$ cat config.mk
export PLATFORM = sky130hd
export DESIGN_NAME = pulse_timer8
export DESIGN_NICKNAME = d
export VERILOG_FILES = /design/src/rtl/tmr8_pkg.sv /design/src/rtl/tmr8_counter.sv /design/src/rtl/tmr8_flags.sv /design/src/rtl/tmr8_pin_fsm.sv /design/src/rtl/pulse_timer8.sv
export SDC_FILE = /design/constraint.sdc
export NUM_CORES = 1
export LEC_CHECK = 0
export BUFFER_PORTS_ARGS = -buffer_cell sky130_fd_sc_hd__buf_2
export CELL_PAD_IN_SITES_DETAIL_PLACEMENT = 0
export CELL_PAD_IN_SITES_GLOBAL_PLACEMENT = 1
export CORE_MARGIN = 2
export CORE_UTILIZATION = 47
export DETAILED_ROUTE_END_ITERATION = 7
export PLACE_DENSITY = 0.95
export SLEW_MARGIN = 20
export SYNTH_ARGS = -nofsm -noshare
export SYNTH_HDL_FRONTEND = slang
export SYNTH_HIERARCHICAL = 1
export SYNTH_SLANG_ARGS = --single-unit
$ cat constraint.sdc
create_clock -name clk -period 3.3 [get_ports clk]
set_input_delay 0.495 -clock clk [delete_from_list [all_inputs] [get_ports clk]]
set_output_delay 0.495 -clock clk [all_outputs]
set_load 0.05 [all_outputs]
$ cat src/rtl/tmr8_pkg.sv
package tmr8_pkg;
    typedef enum logic [1:0] {
        ACT_HOLD = 2'b00,
        ACT_LOW  = 2'b01,
        ACT_HIGH = 2'b10,
        ACT_FLIP = 2'b11
    } pin_act_e;

    typedef enum logic [1:0] {
        CLR_NONE = 2'b00,
        CLR_ON_A = 2'b01,
        CLR_ON_B = 2'b10,
        CLR_RSVD = 2'b11
    } clr_sel_e;

    typedef enum logic {
        PIN_LOW  = 1'b0,
        PIN_HIGH = 1'b1
    } pin_state_e;

    localparam int unsigned ADDR_W    = 3;
    localparam int unsigned FLAG_N    = 3;
    localparam logic [ADDR_W-1:0] A_CNT  = 3'd0;
    localparam logic [ADDR_W-1:0] A_CMPA = 3'd1;
    localparam logic [ADDR_W-1:0] A_CMPB = 3'd2;
    localparam logic [ADDR_W-1:0] A_MODE = 3'd3;
    localparam logic [ADDR_W-1:0] A_STAT = 3'd4;
    // flag vector order: [2]=match B, [1]=match A, [0]=overflow
    localparam int unsigned FLAG_LSB  = 5;
    localparam int unsigned RSVD_BIT  = 4;
endpackage

$ cat src/rtl/tmr8_counter.sv
module tmr8_counter
    import tmr8_pkg::*;
#(
    parameter int unsigned W = 8
) (
    input  logic         clk,
    input  logic         rst_n,
    input  logic         tick,
    input  logic         ld,
    input  logic [W-1:0] ld_val,
    input  logic [W-1:0] cmp_a,
    input  logic [W-1:0] cmp_b,
    input  clr_sel_e     clr_sel,
    output logic [W-1:0] cnt,
    output logic         hit_a,
    output logic         hit_b,
    output logic         wrap
);
    logic [W-1:0] cnt_q;
    logic         clr_now;

    always_comb begin
        hit_a   = tick && (cnt_q == cmp_a);
        hit_b   = tick && (cnt_q == cmp_b);
        clr_now = ((clr_sel == CLR_ON_A) && hit_a) || ((clr_sel == CLR_ON_B) && hit_b);
        wrap    = tick && (&cnt_q) && !clr_now;
    end

    always_ff @(posedge clk) begin
        if (!rst_n)
            cnt_q <= '0;
        else if (ld)
            cnt_q <= ld_val;
        else if (clr_now)
            cnt_q <= '0;
        else if (tick)
            cnt_q <= cnt_q + W'(1);
    end

    assign cnt = cnt_q;
endmodule

$ cat src/rtl/tmr8_flags.sv
module tmr8_flags
    import tmr8_pkg::*;
(
    input  logic              clk,
    input  logic              rst_n,
    input  logic              hit_a,
    input  logic              hit_b,
    input  logic              wrap,
    input  logic              clr_wr,
    input  logic [FLAG_N-1:0] keep_mask,
    output logic [FLAG_N-1:0] flags
);
    logic [FLAG_N-1:0] flags_q;
    logic [FLAG_N-1:0] set_vec;

    assign set_vec = {hit_b, hit_a, wrap};

    always_ff @(posedge clk) begin
        if (!rst_n)
            flags_q <= '0;
        else if (clr_wr)
            flags_q <= (flags_q & keep_mask) | set_vec;
        else
            flags_q <= flags_q | set_vec;
    end

    assign flags = flags_q;
endmodule

$ cat src/rtl/tmr8_pin_fsm.sv
module tmr8_pin_fsm
    import tmr8_pkg::*;
(
    input  logic     clk,
    input  logic     rst_n,
    input  logic     hit_a,
    input  logic     hit_b,
    input  pin_act_e act_a,
    input  pin_act_e act_b,
    output logic     pin
);
    pin_state_e state_q;
    pin_state_e state_d;
    pin_act_e   act;

    always_comb begin
        if (hit_b && (act_b != ACT_HOLD))
            act = act_b;
        else if (hit_a)
            act = act_a;
        else
            act = ACT_HOLD;
    end

    always_comb begin
        state_d = state_q;
        unique case (state_q)
            PIN_LOW: begin
                if (act == ACT_HIGH || act == ACT_FLIP)
                    state_d = PIN_HIGH;          // SET / TOGGLE
            end
            PIN_HIGH: begin
                if (act == ACT_LOW || act == ACT_FLIP)
                    state_d = PIN_LOW;           // CLEAR / TOGGLE
            end
            default: state_d = PIN_LOW;
        endcase
    end

    always_ff @(posedge clk) begin
        if (!rst_n)
            state_q <= PIN_LOW;
        else
            state_q <= state_d;
    end

    always_comb begin
        pin = (state_q == PIN_HIGH);
    end
endmodule

$ cat src/rtl/pulse_timer8.sv
module pulse_timer8
    import tmr8_pkg::*;
#(
    parameter int unsigned W = 8
) (
    input  logic              clk,
    input  logic              rst_n,
    input  logic              cnt_en,
    input  logic [ADDR_W-1:0] bus_addr,
    input  logic              bus_wr,
    input  logic [W-1:0]      bus_wdata,
    output logic [W-1:0]      bus_rdata,
    output logic              pulse_out
);
    localparam int unsigned STAT_W = 8;

    logic [W-1:0]      cmp_a_q;
    logic [W-1:0]      cmp_b_q;
    clr_sel_e          clr_sel_q;
    pin_act_e          act_a_q;
    pin_act_e          act_b_q;
    logic [W-1:0]      cnt_val;
    logic [FLAG_N-1:0] flag_vec;
    logic              hit_a;
    logic              hit_b;
    logic              wrap;
    logic              wr_cnt;
    logic              wr_stat;
    logic [STAT_W-1:0] stat_rd;

    assign wr_cnt  = bus_wr && (bus_addr == A_CNT);
    assign wr_stat = bus_wr && (bus_addr == A_STAT);

    always_ff @(posedge clk) begin
        if (!rst_n) begin
            cmp_a_q   <= '1;
            cmp_b_q   <= '1;
            clr_sel_q <= CLR_NONE;
            act_a_q   <= ACT_HOLD;
            act_b_q   <= ACT_HOLD;
        end else if (bus_wr) begin
            unique case (bus_addr)
                A_CMPA: cmp_a_q   <= bus_wdata;
                A_CMPB: cmp_b_q   <= bus_wdata;
                A_MODE: clr_sel_q <= clr_sel_e'(bus_wdata[1:0]);
                A_STAT: begin
                    act_a_q <= pin_act_e'(bus_wdata[1:0]);
                    act_b_q <= pin_act_e'(bus_wdata[3:2]);
                end
                default: ;
            endcase
        end
    end

    tmr8_counter #(.W(W)) u_counter (
        .clk     (clk),
        .rst_n   (rst_n),
        .tick    (cnt_en),
        .ld      (wr_cnt),
        .ld_val  (bus_wdata),
        .cmp_a   (cmp_a_q),
        .cmp_b   (cmp_b_q),
        .clr_sel (clr_sel_q),
        .cnt     (cnt_val),
        .hit_a   (hit_a),
        .hit_b   (hit_b),
        .wrap    (wrap)
    );

    tmr8_flags u_flags (
        .clk       (clk),
        .rst_n     (rst_n),
        .hit_a     (hit_a),
        .hit_b     (hit_b),
        .wrap      (wrap),
        .clr_wr    (wr_stat),
        .keep_mask (bus_wdata[FLAG_LSB +: FLAG_N]),
        .flags     (flag_vec)
    );

    tmr8_pin_fsm u_pin (
        .clk   (clk),
        .rst_n (rst_n),
        .hit_a (hit_a),
        .hit_b (hit_b),
        .act_a (act_a_q),
        .act_b (act_b_q),
        .pin   (pulse_out)
    );

    assign stat_rd = {flag_vec, 1'b1, act_b_q, act_a_q};

    always_comb begin
        unique case (bus_addr)
            A_CNT:   bus_rdata = cnt_val;
            A_CMPA:  bus_rdata = cmp_a_q;
            A_CMPB:  bus_rdata = cmp_b_q;
            A_MODE:  bus_rdata = W'(clr_sel_q);
            A_STAT:  bus_rdata = W'(stat_rd);
            default: bus_rdata = '0;
        endcase
    end
endmodule

# Yosys cells after proc, flatten, opt, wreduce, memory -nomap -nowiden
# Index checks and enable logic that the tools add are counted.
# classes
addsub,1
n_eq_ne,11
mux,10
n_bitwise,4
reduce_logical,21
# ops
operator,n
$pmux 8 s5,1
$mux 8,3
$eq 8x8->1,2
$logic_and 1x1->1,9
$add 8x1->8 const B,1
$reduce_and 2->1,4
$reduce_and 8->1,1
$eq 2x2->1 const B,3
$eq 3x2->1 const B,2
$or 3x3->3,2
$eq 2x1->1 const B,2
$mux 2,2
$and 3x3->3,1
$eq 3x1->1 const B,1
$eq 3x3->1 const B,1
$logic_not 3->1,1
$logic_or 1x1->1,3
$mux 3,1
$reduce_bool 3->1,1
$mux 1,2
$pmux 1 s2,1
$reduce_bool 2->1,1
$logic_not 1->1,1
$not 1->1,1
# word_totals
regBits,34
in_bits,15
out_inout_bits,9
elab_cells,55

# Longest topological paths before layout
# logic_depth
ltp_word,8
ltp_mapped,9
depth_no_buf,7

# By module
# The synthesis kept the hierarchy.
# by_module_without_submodules
module,n_inst,cells_per_inst,area_each_um2,seq_area_each_um2
pulse_timer8,1,117,1144.8,440.4
tmr8_counter,1,87,676.9,160.2
tmr8_flags,1,12,116.4,60.1
tmr8_pin_fsm,1,9,76.3,20.0

# Least setup slack after synthesis
# Ideal clock, no wire load.
# synth_timing
path_type,input to output
from,input bus_addr[1]
to,output bus_rdata[2]
arrival_ns,1.771
t_required_ns,2.805
setup_slack_ns,1.034
path_stages,4
n_path_buf,2
cell_sequence,buf_6 > buf_6 > or2_1 > o22ai_1
# synth_via
elab_chain_cells,2
word_cells_on_any_way,6
cone_classes,eq/ne: 4; mux: 1; reduce/logical: 1
# synth_rtl
element,line,text
start: declaration,pulse_timer8.sv:9,"input logic [ADDR_W-1:0] bus_addr,"
$eq 3x3->1 (tied with other cells),pulse_timer8.sv:94,unique case (bus_addr)
$pmux 8 s5 *,pulse_timer8.sv:94,
end: declaration,pulse_timer8.sv:12,"output logic [W-1:0] bus_rdata,"
# Mark *: on every way between the ends. The rest lies on a longest branch, timed or not.

# Worst setup path after layout
# layout_timing
from,register u_counter.cnt_q[5] (netlist: u_counter/cnt[5])
to,register u_flags.flags_q[0] (netlist: u_flags/flags[0])
# layout_via
elab_chain_cells,8
word_cells_on_any_way,14
cone_classes,eq/ne: 2; mux: 1; bitwise: 2; reduce/logical: 9
# layout_rtl
element,line,text
start: declaration,tmr8_counter.sv:19,logic [W-1:0] cnt_q;
start signal: assignment,tmr8_counter.sv:33,cnt_q <= ld_val;
start signal: assignment,tmr8_counter.sv:37,cnt_q <= cnt_q + W'(1);
$eq 8x8->1 *,tmr8_counter.sv:24,hit_b = tick && (cnt_q == cmp_b);
$logic_and 1x1->1 *,tmr8_counter.sv:24,
net hit_b,pulse_timer8.sv:25,logic hit_b;
$logic_and 1x1->1 *,tmr8_counter.sv:25,clr_now = ((clr_sel == CLR_ON_A) && hit_a) || ((clr_sel == CLR_ON_B) && hit_b);
$logic_or 1x1->1 *,tmr8_counter.sv:25,
$logic_not 1->1 *,tmr8_counter.sv:26,wrap = tick && (&cnt_q) && !clr_now;
$logic_and 1x1->1 *,tmr8_counter.sv:26,
net wrap,pulse_timer8.sv:26,logic wrap;
$or 3x3->3 (on tied branches),"tmr8_flags.sv:24, tmr8_flags.sv:22",
$mux 3 *,tmr8_flags.sv:21,else if (clr_wr)
end signal: assignment,tmr8_flags.sv:22,flags_q <= (flags_q & keep_mask) | set_vec;
end signal: assignment,tmr8_flags.sv:24,flags_q <= flags_q | set_vec;
end: declaration,tmr8_flags.sv:13,logic [FLAG_N-1:0] flags_q;
# Mark *: on every way through the listed nets, which the timed path passes. The rest lies on a longest branch.
# A chain may end at the register's enable or synchronous reset.

==> flow_metrics.py <==
metrics = {
    "run_status": {
        "status": "complete, no violations",
    },
    "routing": {
        "wl_per_cell_um": 16.6,
        "firstDrtPassIters": 5,
        "wl_mm": 4.86,
        "via_per_inst": 5.78,
        "route.detailed.drc": 0,
        "antenna_left": 0,
        "drt_first_iter_violations": 126,
        "vias": 1693,
    },
    "global_route": {
        "grt_max_degree": 38,
        "grt_remaining_overflow": 0,
        "antenna_found_initial": 0,
        "grt_usage": 0.211,
        "grt_pass1_wl_mm": 7.98,
        "grt_pass1_vias": 1607,
    },
    "power": {
        "p_total_mw": 0.872,
        "p_per_area_mw_per_mm2": 395,
        "seqPwrFrac": 0.501,
        "power.share.clock": 0.333,
        "p_int_mw": 0.620,
        "p_switching_mw": 0.252,
        "p_sw_frac": 0.289,
        "p_leak_nw": 0.793,
        "ir_worst_vdd_mv": 0.175,
        "combPwrFrac": 0.166,
    },
    "cts": {
        "htreeDepth": 2,
        "cts.clk_slew.worst_paths_ns": 0.06,
        "root_buffer": "clkbuf_8",
        "numCtsBuffers": 5,
        "postCtsHoldBufs": 0,
        "clock_path_buffers": 2,
        "worstSkewPairLatency_ns": 0.29,
        "cts_resized": 0,
        "clkSinkCount": 34,
        "cts_tree": "done",
        "cts_setup_buffers": 0,
    },
    "synthesis": {
        "ys_async_sr_fraction": 0,
        "synth-warning-count": 6,
        "synth_nets": 241,
        "ys_ff_latch": 34,
        "synth_ff_type": "dfxtp_1",
        "synthCells": 225,
        "yosysUniqueCellTypes": 47,
        "yosysSeqAreaShare": 0.338,
        "synth_edf_count": 0,
        "synth_area_mm2": 0.00201,
        "postSynthAreaPerCell_um2": 8.95,
    },
    "floorplan": {
        "fp.dieW_um": 69.5,
        "ios": 24,
        "start_util": 0.496,
        "dieArea_mm2": 0.00483,
        "coreArea_mm2": 0.00406,
        "num_rows": 23,
        "fp.dieH_um": 69.5,
    },
    "sta": {
        "slew_headroom": 0.489,
        "fin_skew_ns": 0.000632,
        "holdWs_ns": 0.473,
        "hold_viol_final": 0,
        "period_minus_slack_ns": 2.32,
        "worst_pin_slew_ns": 0.760,
        "drv_slew": 0,
        "setup_tns_ns": 0,
        "fin_crit_sh": 0.704,
        "fmaxAchievable_ghz": 0.430,
        "finalSetupViolations": 0,
        "rsz0062_at_grt": "no",
    },
    "layout": {
        "diodes": 0,
        "fill_cells": 383,
        "nets": 259,
        "drive_gt1_frac": 0.181,
        "seqCellArea_um2": 681,
        "multi_input_area_mm2": 0.00123,
        "synthToLayoutAreaGrowth_pct": 9.69,
        "post-route-util": 0.545,
    },
    "critical_path": {
        "crit_chain": "xor2_1 > a2111o_1 > nor4_2 > a22o_2 > nor4_1 > nor3b_2 > nor2_1",
        "worstPathRequired_ns": 3.49,
        "crit_family": "simple AND/OR/NAND/NOR gates",
        "end_kind": "register",
        "path_buf_inv": 0,
        "cp-start-kind": "register",
        "slowest_delay_ns": 0.55,
        "cp_max_fo": 9,
        "critPathSlowestCell": "nor4_2",
        "cp.arrival_ns": 2.51,
        "crit_type": "register to register",
    },
    "job": {
        "drv_cap": 0,
    },
    "place": {
        "io_buffers": 23,
        "place.gp.congestion": 0.823,
        "place_hpwl_mm": 3.55,
    },
    "hold_path": {
        "hold_path.class": "input port to register",
    },
}
-- worst register-to-register path, stage by stage, from the launching register on --
cell      delay [ns]
dfxtp_1         0.46
xor2_1          0.11
a2111o_1        0.40
nor4_2          0.55
a22o_2          0.36
nor4_1          0.12
nor3b_2         0.16
nor2_1          0.06
-- per-stage QoR --
step	area, um^2	setup slack [ns]	instances
finish	2210	0.975	293
global route	2210	0.684	293
global placement	2130	0.975	286
CTS	2210	0.975	293
detailed placement	2130	0.993	286
floorplan	2010	1.03	225
-- kinds of logic after synthesis --
family                     after synthesis  synth area share
buffers and inverters                   21            0.0596
AOI/OAI and AO/OA                       39             0.137
DFF                                     34             0.338
adders and majority gates                1           0.00621
and+or+nand+nor                         81             0.224
muxes                                   32             0.161
xor gates and xnor gates                17            0.0739
-- cell type report --
| class | count | area share |
|---|---|---|
| multi-input combinational | 170 | 0.555 |
| sequential | 34 | 0.308 |
| timing repair buffer | 27 | 0.0657 |
| clock buffer | 7 | 0.0345 |
| tap | 50 | 0.0283 |
| inverter | 5 | 0.00849 |
-- sequential cells by signal, indices dropped and copies added (netlist names) --
name           cells
cmp_b_q            8
act_a_q            2
act_b_q            2
cmp_a_q            8
u_pin/pin          1
clr_sel_q          2
u_counter/cnt      8
u_flags/flags      3
-- per-layer routing --
metal,global-route usage,part of all wire
met5,0,0
met4,0.111,0.020
met3,0.0422,0.066
met2,0.307,0.44
met1,0.292,0.47
-- synth_stat cells, types with 3 or more instances --
| cell type | number | area share |
|---|---|---|
| xor2_1 | 5 | 0.022 |
| o31ai_1 | 6 | 0.022 |
| mux2i_1 | 28 | 0.14 |
| o21ai_0 | 5 | 0.012 |
| dfxtp_1 | 34 | 0.34 |
| nor3b_2 | 3 | 0.019 |
| nor2_1 | 12 | 0.022 |
| a21oi_1 | 3 | 0.0075 |
| nand2_1 | 24 | 0.045 |
| buf_6 | 3 | 0.017 |
| buf_4 | 4 | 0.015 |
| nor2b_1 | 11 | 0.034 |
| o21ai_1 | 5 | 0.012 |
| xnor2_1 | 12 | 0.052 |
| clkbuf_1 | 4 | 0.0075 |
| nand3_1 | 13 | 0.032 |
| a22oi_1 | 6 | 0.022 |
| inv_1 | 5 | 0.0093 |
| mux2_2 | 3 | 0.017 |
-- placed cells by master, fill, tap and decap left out, types with 4 or more instances in the layout --
cell | synthesis | final
dfxtp_1 | 34 | 34
mux2i_1 | 28 | 28
nand2_1 | 24 | 24
buf_2 | 2 | 23
nand3_1 | 13 | 13
nor2_1 | 12 | 12
xnor2_1 | 12 | 12
nor2b_1 | 11 | 11
a22oi_1 | 6 | 6
o31ai_1 | 6 | 6
inv_1 | 5 | 5
o21ai_1 | 5 | 5
clkbuf_8 | 0 | 5
xor2_1 | 5 | 5
o21ai_0 | 5 | 5
buf_4 | 4 | 4
-- power by group through the flow --
stage,clock (mW),sequential [mW],combinational [mW]
floorplan,0,0.439,0.111
global placement,0,0.446,0.142
detailed placement,0,0.446,0.143
CTS,0.297,0.437,0.144
global route,0.308,0.439,0.155
finish,0.290,0.437,0.145
-- final timing paths --
kind,from,endpoint,slack (ns),depth (start not counted)
setup / recovery,u_counter/cnt[5],u_flags/flags[0],0.98,7
setup reg to reg,u_counter/cnt[5],u_flags/flags[0],0.98,7
hold / removal,bus_wdata[4],cmp_a_q[4],0.47,3
hold reg to reg,cmp_a_q[4],cmp_a_q[4],0.52,2
No activity file was read; power rests on OpenSTA's default activity.
